==> src/rtl/cnode_pkg.sv <==
package cnode_pkg;
  localparam int WORD_W   = 16;
  localparam int CTRL_BIT = 15;
  localparam int RD_BIT   = 14;
  localparam int HOP_LSB  = 11;
  localparam int HOP_W    = 3;
  localparam int SEL_LSB  = 8;
  localparam int SEL_W    = 3;
  localparam int DATA_W   = 8;
  localparam int LEN_W    = 3;
  localparam int LEFT_W   = LEN_W + 1;

  typedef enum logic [1:0] {
    MODE_PROG  = 2'd0,
    MODE_DATA  = 2'd1,
    MODE_MIXED = 2'd2,
    MODE_RSVD  = 2'd3
  } mode_e;

  function automatic logic is_ctrl(input logic [WORD_W-1:0] w);
    return w[CTRL_BIT];
  endfunction

  function automatic logic [HOP_W-1:0] hop_of(input logic [WORD_W-1:0] w);
    return w[HOP_LSB +: HOP_W];
  endfunction

  function automatic logic [SEL_W-1:0] sel_of(input logic [WORD_W-1:0] w);
    return w[SEL_LSB +: SEL_W];
  endfunction

  function automatic logic [DATA_W-1:0] data_of(input logic [WORD_W-1:0] w);
    return w[DATA_W-1:0];
  endfunction

  // lowers the hop field by one, leaving every other bit alone
  function automatic logic [WORD_W-1:0] hop_down(input logic [WORD_W-1:0] w);
    logic [WORD_W-1:0] r;
    r = w;
    r[HOP_LSB +: HOP_W] = w[HOP_LSB +: HOP_W] - HOP_W'(1);
    return r;
  endfunction

  // frames per sample event in data or mixed mode
  function automatic logic [LEFT_W-1:0] frames_of(input logic [LEN_W-1:0] len);
    return (len == '0) ? LEFT_W'(1) : LEFT_W'(len);
  endfunction

  // readback image of register 0
  function automatic logic [DATA_W-1:0] cfg_image(input mode_e m, input logic [LEN_W-1:0] len);
    return {1'b0, len, 2'b00, m};
  endfunction
endpackage

==> src/rtl/cnode_rx.sv <==
module cnode_rx #(
  parameter int WORD_W = 16
) (
  input  logic              clk,
  input  logic              rst_n,
  input  logic              sdi,
  input  logic              sdi_fs,
  output logic [WORD_W-1:0] word_o,
  output logic              vld_o
);
  localparam int CW = $clog2(WORD_W + 1);

  logic [WORD_W-1:0] sh;
  logic [CW-1:0]     left;

  always_ff @(posedge clk or negedge rst_n) begin
    if (!rst_n) begin
      sh     <= '0;
      left   <= '0;
      word_o <= '0;
      vld_o  <= 1'b0;
    end else begin
      vld_o <= 1'b0;
      if (sdi_fs) begin
        left <= CW'(WORD_W);
      end else if (left != '0) begin
        sh   <= {sh[WORD_W-2:0], sdi};
        left <= left - CW'(1);
        if (left == CW'(1)) begin
          word_o <= {sh[WORD_W-2:0], sdi};
          vld_o  <= 1'b1;
        end
      end
    end
  end

  // a received word completes at most once per frame
  p_rx_single_r3: assert property (@(posedge clk) disable iff (!rst_n)
    vld_o |=> !vld_o);
endmodule

==> src/rtl/cnode_tx.sv <==
module cnode_tx #(
  parameter int WORD_W = 16
) (
  input  logic              clk,
  input  logic              rst_n,
  input  logic              start,
  input  logic [WORD_W-1:0] word,
  output logic              busy,
  output logic              sdo,
  output logic              sdo_fs
);
  localparam int CW = $clog2(WORD_W + 1);

  logic [WORD_W-1:0] sh;
  logic [CW-1:0]     left;
  logic              take;

  assign busy = sdo_fs || (left != '0);
  assign take = start && !busy;

  always_ff @(posedge clk or negedge rst_n) begin
    if (!rst_n) begin
      sh     <= '0;
      left   <= '0;
      sdo    <= 1'b0;
      sdo_fs <= 1'b0;
    end else begin
      sdo_fs <= take;
      if (take) begin
        sh   <= word;
        left <= CW'(WORD_W);
        sdo  <= 1'b0;
      end else if (left != '0) begin
        sdo  <= sh[WORD_W-1];
        sh   <= {sh[WORD_W-2:0], 1'b0};
        left <= left - CW'(1);
      end else begin
        sdo <= 1'b0;
      end
    end
  end

  p_fs_pulse_r3: assert property (@(posedge clk) disable iff (!rst_n)
    sdo_fs |=> !sdo_fs);
  p_bits_follow_r3: assert property (@(posedge clk) disable iff (!rst_n)
    sdo_fs |=> (busy && !sdo_fs));
endmodule

==> src/rtl/cnode_ctrl.sv <==
module cnode_ctrl
  import cnode_pkg::*;
#(
  parameter int WORD_W = cnode_pkg::WORD_W
) (
  input  logic              clk,
  input  logic              rst_n,
  input  logic              sample_evt,
  input  logic [WORD_W-1:0] own_sample,
  input  logic [WORD_W-1:0] rx_word,
  input  logic              rx_vld,
  input  logic              tx_busy,
  output logic              tx_start,
  output logic [WORD_W-1:0] tx_word
);
  mode_e             mode;
  logic [LEN_W-1:0]  len;
  logic [LEFT_W-1:0] evt_left;
  logic              first_pend;
  logic              fwd_vld, relay_vld, rd_pend;
  logic [WORD_W-1:0] fwd_word, relay_word;
  logic [SEL_W-1:0]  rd_sel;

  // named internal events
  logic is_prog, decode_on, ctl_word, own_hit, fwd_take, cfg_wr, rd_req;
  logic need_relay, relay_take;
  logic send_fwd, send_own, send_rel;
  logic load_fwd, load_own, load_rel;
  logic [DATA_W-1:0] rd_val;
  logic [WORD_W-1:0] own_word;

  always_comb begin
    is_prog    = (mode == MODE_PROG) || (mode == MODE_RSVD);
    decode_on  = (mode != MODE_DATA);
    ctl_word   = rx_vld && decode_on && is_ctrl(rx_word);
    own_hit    = ctl_word && (hop_of(rx_word) == '0);
    fwd_take   = ctl_word && (hop_of(rx_word) != '0);
    cfg_wr     = own_hit && !rx_word[RD_BIT] && (sel_of(rx_word) == '0);
    rd_req     = own_hit && rx_word[RD_BIT];
    need_relay = evt_left > LEFT_W'(first_pend);
    relay_take = rx_vld && !is_prog && !ctl_word && need_relay && !relay_vld && !sample_evt;

    send_fwd = fwd_vld;
    send_own = !fwd_vld && (evt_left != '0) && first_pend;
    send_rel = !fwd_vld && (evt_left != '0) && !first_pend && relay_vld;
    tx_start = !tx_busy && (send_fwd || send_own || send_rel);
    load_fwd = tx_start && send_fwd;
    load_own = tx_start && send_own;
    load_rel = tx_start && send_rel;

    rd_val   = (rd_sel == '0) ? cfg_image(mode, len) : '0;
    own_word = rd_pend ? {{(WORD_W-DATA_W){1'b0}}, rd_val}
             : (is_prog ? '0 : own_sample);

    if (send_fwd)      tx_word = fwd_word;
    else if (send_own) tx_word = own_word;
    else               tx_word = relay_word;
  end

  always_ff @(posedge clk or negedge rst_n) begin
    if (!rst_n) begin
      mode       <= MODE_PROG;
      len        <= LEN_W'(1);
      evt_left   <= '0;
      first_pend <= 1'b0;
      fwd_vld    <= 1'b0;
      fwd_word   <= '0;
      relay_vld  <= 1'b0;
      relay_word <= '0;
      rd_pend    <= 1'b0;
      rd_sel     <= '0;
    end else begin
      if (cfg_wr) begin
        mode <= mode_e'(rx_word[1:0]);
        len  <= rx_word[4 +: LEN_W];
      end

      if (fwd_take) begin
        fwd_vld  <= 1'b1;
        fwd_word <= hop_down(rx_word);
      end else if (load_fwd) begin
        fwd_vld <= 1'b0;
      end

      if (sample_evt) begin
        evt_left   <= is_prog ? LEFT_W'(1) : frames_of(len);
        first_pend <= 1'b1;
      end else if (load_own) begin
        evt_left   <= evt_left - LEFT_W'(1);
        first_pend <= 1'b0;
      end else if (load_rel) begin
        evt_left <= evt_left - LEFT_W'(1);
      end

      if (sample_evt) begin
        relay_vld <= 1'b0;
      end else if (relay_take) begin
        relay_vld  <= 1'b1;
        relay_word <= rx_word;
      end else if (load_rel) begin
        relay_vld <= 1'b0;
      end

      if (rd_req) begin
        rd_pend <= 1'b1;
        rd_sel  <= sel_of(rx_word);
      end else if (load_own) begin
        rd_pend <= 1'b0;
      end
    end
  end

  // a new forward never lands on an unsent one
  p_fwd_no_overflow_r4: assert property (@(posedge clk) disable iff (!rst_n)
    fwd_take |-> !fwd_vld);
  // serial input cannot reconfigure a node in data mode
  p_data_keeps_cfg_r9: assert property (@(posedge clk) disable iff (!rst_n)
    (mode == MODE_DATA && rx_vld) |=> (mode == MODE_DATA && $stable(len)));
  // a read reply is used once
  p_rd_consumed_r6: assert property (@(posedge clk) disable iff (!rst_n)
    (load_own && !rd_req) |=> !rd_pend);
  // a relay slot is only filled while a relay frame is owed
  p_relay_owed_r8: assert property (@(posedge clk) disable iff (!rst_n)
    relay_vld |-> (evt_left != '0));
endmodule

==> src/rtl/cascade_node.sv <==
module cascade_node #(
  parameter int WORD_W = cnode_pkg::WORD_W
) (
  input  logic              clk,
  input  logic              rst_n,
  input  logic              sample_evt,
  input  logic [WORD_W-1:0] own_sample,
  input  logic              sdi,
  input  logic              sdi_fs,
  output logic              sdo,
  output logic              sdo_fs
);
  logic [WORD_W-1:0] rx_word, tx_word;
  logic              rx_vld, tx_busy, tx_start;

  cnode_rx #(.WORD_W(WORD_W)) rx_i (
    .clk(clk), .rst_n(rst_n), .sdi(sdi), .sdi_fs(sdi_fs),
    .word_o(rx_word), .vld_o(rx_vld)
  );

  cnode_ctrl #(.WORD_W(WORD_W)) ctrl_i (
    .clk(clk), .rst_n(rst_n), .sample_evt(sample_evt), .own_sample(own_sample),
    .rx_word(rx_word), .rx_vld(rx_vld), .tx_busy(tx_busy),
    .tx_start(tx_start), .tx_word(tx_word)
  );

  cnode_tx #(.WORD_W(WORD_W)) tx_i (
    .clk(clk), .rst_n(rst_n), .start(tx_start), .word(tx_word),
    .busy(tx_busy), .sdo(sdo), .sdo_fs(sdo_fs)
  );
endmodule

==> config.mk <==
export PLATFORM = sky130hd
export DESIGN_NAME = cascade_node
export DESIGN_NICKNAME = d
export VERILOG_FILES = /design/src/rtl/cnode_pkg.sv /design/src/rtl/cnode_rx.sv /design/src/rtl/cnode_tx.sv /design/src/rtl/cnode_ctrl.sv /design/src/rtl/cascade_node.sv
export SDC_FILE = /design/constraint.sdc
export NUM_CORES = 1
export LEC_CHECK = 0
export BUFFER_PORTS_ARGS = -buffer_cell sky130_fd_sc_hd__buf_4
export CORE_MARGIN = 4
export CORE_UTILIZATION = 63
export CTS_CLUSTER_DIAMETER = 30
export DETAILED_ROUTE_END_ITERATION = 7
export PLACE_DENSITY = 0.81
export SETUP_SLACK_MARGIN = 0.4
export SLEW_MARGIN = 15
export SYNTH_ARGS = -nofsm -noshare
export SYNTH_HDL_FRONTEND = slang
export SYNTH_HIERARCHICAL = 1
export SYNTH_SLANG_ARGS = --single-unit
==> constraint.sdc <==
create_clock -name clk -period 5.2 [get_ports clk]
set_clock_uncertainty 0.05 [all_clocks]
set_input_delay 0.26 -clock clk [delete_from_list [all_inputs] [get_ports clk]]
set_output_delay 0.26 -clock clk [all_outputs]
set_load 0.005 [all_outputs]
==> results of run 1 <==
critical path, delay by kind of cell (launching register included):
family | cells | cell delay (ns)
AND/OR/NAND/NOR | 4 | 1.90
flip-flops | 1 | 0.39
buffers and inverters | 1 | 0.10
adder cells (fa/ha/maj) | 1 | 0.21
AO/OA/AOI/OAI | 2 | 0.34
routing by layer:
layer	vias to the layer above	part of all wire	track usage
met3	15	0.034	0.0486
li1	1524	-	-
met1	1635	0.46	0.288
met2	59	0.49	0.333
met4	0	0.018	0.0662
met5	-	0	0
through the flow:
| stage | worst slack [ns] | power [mW] | hold slack [ns] |
|---|---|---|---|
| after floorplan | 2.98 | 1.75 | -0.0856 |
| after global placement | 2.25 | 1.87 | 0.217 |
| after detailed placement | 2.16 | 1.92 | 0.222 |
| after CTS | 2.16 | 2.43 | 0.0309 |
| after global routing | 1.83 | 2.57 | 0.0389 |
| final | 2.13 | 2.41 | 0.0406 |
logic make-up after synthesis:
group | Yosys count
DFF | 108
muxes | 74
AOI/OAI and AO/OA | 58
and+or+nand+nor | 126
buffers and inverters | 39
xor gates and xnor gates | 1
adders and majority gates | 9
timing repair:
action | CTS | global route
buffers inserted | 0 | 0
setup endpoints to repair | 0 | 0
hold endpoints to repair | 40 | 0
hold buffers | 1 | 0
report_power, final:
group,total [mW],switching (mW),leakage (nW),internal [mW]
registers,1.24,0.193,1.41,1.05
clock network,0.511,0.283,0.0988,0.228
logic,0.652,0.330,1.18,0.322
path summary, 6_finish.rpt:
| check | startpoint | to | slack, ns |
|---|---|---|---|
| setup / recovery | ctrl_i/evt_left[0] | tx_i/sh[3] | 2.13 |
| hold / removal | sdi_fs | rx_i/left[2] | 0.04 |
| setup reg to reg | ctrl_i/evt_left[0] | tx_i/sh[3] | 2.13 |
| hold reg to reg | ctrl_i/fwd_word[15] | ctrl_i/fwd_word[15] | 0.45 |
| max in group asynchronous | rst_n | ctrl_i/rd_sel[2] | 3.55 |
| min in group asynchronous | rst_n | ctrl_i/evt_left[2] | 0.34 |
cell usage in the layout, fill, tap and decap left out, types with 6 or more instances in the layout:
cell type	Yosys	final
dfrtp_1	107	107
mux2_2	55	55
nand2_1	33	33
nor2_1	25	25
buf_4	1	25
mux2_4	18	18
a31oi_1	17	17
inv_1	16	16
and3_1	13	13
a221o_1	11	11
clkbuf_8	0	9
ha_1	9	9
nor2b_1	7	7
a211o_1	6	6
nand2b_1	6	6
nand3_1	6	6
sequential cells by signal, summed over array words and instances, names as in the netlist, 4 cells and up:
| name | count |
|---|---|
| ctrl_i/evt_left | 4 |
| ctrl_i/fwd_word | 16 |
| ctrl_i/relay_word | 16 |
| rx_i/left | 5 |
| rx_i/sh | 15 |
| rx_i/word_o | 16 |
| tx_i/left | 5 |
| tx_i/sh | 16 |
area by class of cell:
type / instances / area [sq um] / area share
tap: 102 / 128 / 0.0232
multi-input combinational: 268 / 2220 / 0.403
timing repair buffer: 26 / 198 / 0.0359
clock inverter: 6 / 71.3 / 0.0129
inverter: 16 / 60.1 / 0.0109
clock buffer: 10 / 128 / 0.0232
sequential: 108 / 2700 / 0.491
==> run summary, run 1 <==
Status = finished clean
Arrival time worst endpoint = 3.31 ns
Synth top area share = 0.522
Nets@finish = 459
Worst-path cell chain = inv_1 > ha_1 > or3b_1 > a21oi_1 > nor2_1 > nor2b_1 > nand2_1 > a31oi_1
Vias per inst = 6.03
Sum Neg Setup Slack = 0 ns
Vias = 3233
Routability cong. = 0.834
Hpwl dp = 6570 microns
Design area = 5510 sq um
Post-synth EDFFs = 0
Antenna diode count = 0
Latest clock arrival within the worst-skew pair = 0.37 ns
Power per cell area = 437 nW/um^2
Initial antenna violation count = 0
DRC = 0
Unrepaired setup endpoints after global routing = false
Worst Hold Depth = 2
Number of max-cap violations = 0
Slew @ Worst Pin = 1.01 ns
Final core utilization = 0.706
Hold Crit Class = in2reg
Commonest cells in the netlist = 107 x dfrtp_1, 55 x mux2_2, 33 x nand2_1
Final count of pins violating max slew = 0
Post-Synth Adder-Cell Area = 0.0219
Placed cells = 519
Clock buffer depth = 2
Post-synth cell types = 55
Register area share after synthesis = 0.527
Synth Flop Type = dfrtp_1
Final hold violation count = 0
Worst Setup Start Kind = flip-flop
First-pass GRT wire length = 16100 microns
Synth-to-Final Area Change = 7.36%
Crit Path Class = reg2reg
Die width = 98.3 microns
Final setup vio count = 0
Final worst path period need = 3.07 ns
Initial Utilization = 0.657
Gate count after technology mapping = 415
Most frequent cell after synthesis = dfrtp_1
Gr usage total = 0.209
1st-pass router iterations = 4
CTS tree = yes
Post-synthesis compound-gate area fraction = 0.0907
Remaining global-route overflow = 0
Synth Area in XOR/XNOR = 0.00171
Synth Cell Area = 5130 sq um
Fmax = 326 MHz
Asr flop ratio synth = 1.00
Syn_area_per_cell = 12.4 sq um
Worst-path fanout max = 32
Cell count of the worst reg-to-reg path = 8
Post-CTS Resized = 0
Main combinational cell family by area after synthesis = multiplexers
Area contributors post-synth = dfrtp_1 52%, mux2_2 12%, mux2_4 5.3%, nand2_1 2.4%, ha_1 2.2%
Vias in the first global route = 3242
Slowest cell delay on critical path = 0.81 ns
Yosys reg bits = 108
CTS root buffer = clkbuf_8
Core area = 7810 sq um
Post-synthesis simple-gate area fraction = 0.140
TritonCTS Sinks = 108
ANT nets after route = 0
Clk slew on worst S/H paths = 0.10 ns
FILL cells = 553
Cell Count, Final, Fillers Out = 536
Pin count of the biggest net entering global routing = 68
WL/cell = 17.8 microns
Final period utilization = 0.590
Placed cell area = 5290 sq um
Die Span Y = 98.3 microns
Final WL = 9540 microns
# H-tree levels = 3
IO Port Bufs = 22
IO Pins = 23
1st-iter DRT viols = 196
P_leak = 2.69 nW
Layout cell share with drive strength beyond 1 = 0.300
Post-synthesis mux area share = 0.175
CP endpoint kind = flip-flop
Leading area contributor after synthesis = dfrtp_1
Worst path slowest cell = nor2b_1
Required time of the critical path = 5.44 ns
Rows = 32
Max-slew headroom = 0.326
Yosys warnings = 6
Num CTS Buffers = 9
VDD IR-drop max = 0.000290 V
Mapped Nets = 445
Die area = 9650 sq um
(Power assumes the default switching activity.)
==> inputs of run 2 (changes only) <==
- CORE_UTILIZATION: 63 -> 55
- PLACE_DENSITY: 0.81 -> 0.75
- clock period: 5.2 -> 2.49 ns (I/O delays scaled with it)
==> run 2 against run 1 <==
Compared with the run above:
- global-route usage shrank 2.6 points
- maximum frequency rose by 45%
- non-clock buffer count up 19
- clock power up 110%
- core utilization down 5.4 points
- count of clock-buffer cells in the layout did not move
- sequential share of layout area decreased by 2.4 points
- combinational power is 140% higher
- sequential power is 110% higher
- register-to-register slack got worse by 1.8 ns
- first-iteration DRC count decreased by 2.6%
- critical path type unchanged
- critical endpoint unchanged
==> run summary, run 2 (synthesis results as in run 1) <==
Die width = 105 microns
Worst-path fanout max = 16
Remaining global-route overflow = 0
Sw Share = 0.334
Nets@finish = 478
Rows = 34
Initial antenna violation count = 0
Die area = 10900 sq um
Crit path to = tx_i/sh[3]
CTS root buffer = clkbuf_8
R2r startpoint = ctrl_i/evt_left[0]
Worst path slowest cell = dfrtp_1
Comb pwr share = 0.301
Final setup vio count = 0
Final count of pins violating max slew = 0
P_leak = 2.83 nW
Gr usage total = 0.183
Routability cong. = 0.849
IO Pins = 23
# H-tree levels = 3
Sum Neg Setup Slack = 0 ns
Final period utilization = 0.850
Layout cell share with drive strength beyond 1 = 0.336
Power per cell area = 909 nW/um^2
Clock network fraction of total power = 0.203
Antenna diode count = 0
Core area = 8890 sq um
Vias per inst = 5.95
Required time of the critical path = 2.68 ns
Final WL = 10100 microns
Critical path startpoint = ctrl_i/evt_left[0]
Clock buffer depth = 2
Number of max-cap violations = 0
Hold WS = 0.0368 ns
Unrepaired setup endpoints after global routing = true
TritonCTS Sinks = 108
Die Span Y = 105 microns
R2R Setup Slk = 0.37 ns
Latest clock arrival within the worst-skew pair = 0.37 ns
VDD IR-drop max = 0.000531 V
Cell count of the worst reg-to-reg path = 9
WL/cell = 17.9 microns
Pin count of the biggest net entering global routing = 64
Clk slew on worst S/H paths = 0.10 ns
Reg2reg end = tx_i/sh[3]
Max-slew headroom = 0.495
NetSw = 1.76 mW
Slew @ Worst Pin = 0.747 ns
Worst-path cell chain = inv_2 > ha_1 > or3b_4 > buf_4 > clkbuf_16 > and3_1 > a221o_1 > nand2_1 > a31oi_1
ANT nets after route = 0
Status = finished clean
Final worst slack = 0.374 ns
Post-Place Worst Slack = 0.251 ns
Worst Setup Start Kind = flip-flop
CP endpoint kind = flip-flop
Initial Utilization = 0.577
Synth-to-Final Area Change = 12.9%
Slowest cell delay on critical path = 0.43 ns
Final hold violation count = 0
1st-iter DRT viols = 191
CTS tree = yes
Arrival time worst endpoint = 2.31 ns
Vias in the first global route = 3251
P_int = 3.51 mW
DRC = 0
Fmax = 473 MHz
Num CTS Buffers = 9
Final worst path period need = 2.12 ns
Crit Path Class = reg2reg
Most common cell after layout, fill and taps aside = dfrtp_1
First-pass GRT wire length = 16400 microns
Sequential cell fraction of total power = 0.497
Most frequent cells in the layout = 107 x dfrtp_1, 55 x mux2_2, 33 x nand2_1
Hold Crit Class = in2reg
1st-pass router iterations = 5
Vias = 3337
IO Port Bufs = 22
Hpwl dp = 6650 microns
-- run 2: cell types whose count changed in the layout (fill, tap and decap cells not counted), sizes merged --
cell	change
clkbuf	+1
clkinv	-1
buf	+16
dlygate4sd3	+2
clkinvlp	+1
-- run 2: area by class of cell --
class	count	area (sq um)
multi-input combinational	268	2250
clock buffer	10	128
timing repair buffer	45	440
tap	108	135
clock inverter	6	72.6
fill	649	3100
inverter	16	60.1
sequential	108	2700
-- run 2: worst min-delay path by stage --
stage                          start            endpoint  slack [ns]  cells after the start
after floorplan                rst_n  ctrl_i/evt_left[0]       -0.22                      0
after global placement         rst_n        tx_i/left[2]        0.11                      1
after detailed placement       rst_n        tx_i/left[2]        0.11                      1
after CTS                 sample_evt  ctrl_i/evt_left[1]        0.01                      2
after global routing      sample_evt  ctrl_i/evt_left[1]        0.03                      2
final                     sample_evt  ctrl_i/evt_left[1]        0.04                      2
-- run 2: metal layers --
metal / track usage / up-vias / share of wire
met5: 0 / - / 0
met4: 0.0534 / 0 / 0.011
met3: 0.0388 / 11 / 0.042
met2: 0.285 / 75 / 0.48
met1: 0.261 / 1691 / 0.46
li1: - / 1560 / -
-- run 2: timing repair --
| action | CTS | global route |
|---|---|---|
| buffers inserted | 4 | 3 |
| pin swaps | 2 | 1 |
| gates cloned | 0 | 3 |
| endpoints found under the setup margin | 46 | 37 |
| hold buffers | 3 | 0 |
| gates resized for setup | 2 | 16 |
| hold endpoints to repair | 52 | 0 |
-- run 2: critical path: cells and delay by family, from the launching register on --
kind / cells / cell delay, ns
compound gates: 2 / 0.35
fa+ha+maj: 1 / 0.13
buf+inv: 3 / 0.40
flops: 1 / 0.43
simple gates: 3 / 0.64
-- run 2: power by group through the flow --
stage          registers [mW]  clock network [mW]  logic [mW]
2_1_floorplan            2.49                   0        1.17
3_3_place_gp             2.61                   0        1.33
3_5_place_dp             2.64                   0        1.39
4_1_cts                  2.61                1.09        1.45
5_1_grt                  2.69                1.18        1.76
6_report                 2.61                1.07        1.58
-- run 2: through the flow --
| stage | cell area (sq um) | util | cells | power, mW |
|---|---|---|---|---|
| after floorplan | 5140 | - | 415 | 3.66 |
| after global placement | 5360 | 0.603 | 532 | 3.94 |
| after detailed placement | 5360 | 0.603 | 532 | 4.03 |
| after CTS | 5660 | 0.636 | 555 | 5.16 |
| after global routing | 5790 | 0.651 | 561 | 5.63 |
| final | 5790 | 0.651 | 561 | 5.27 |
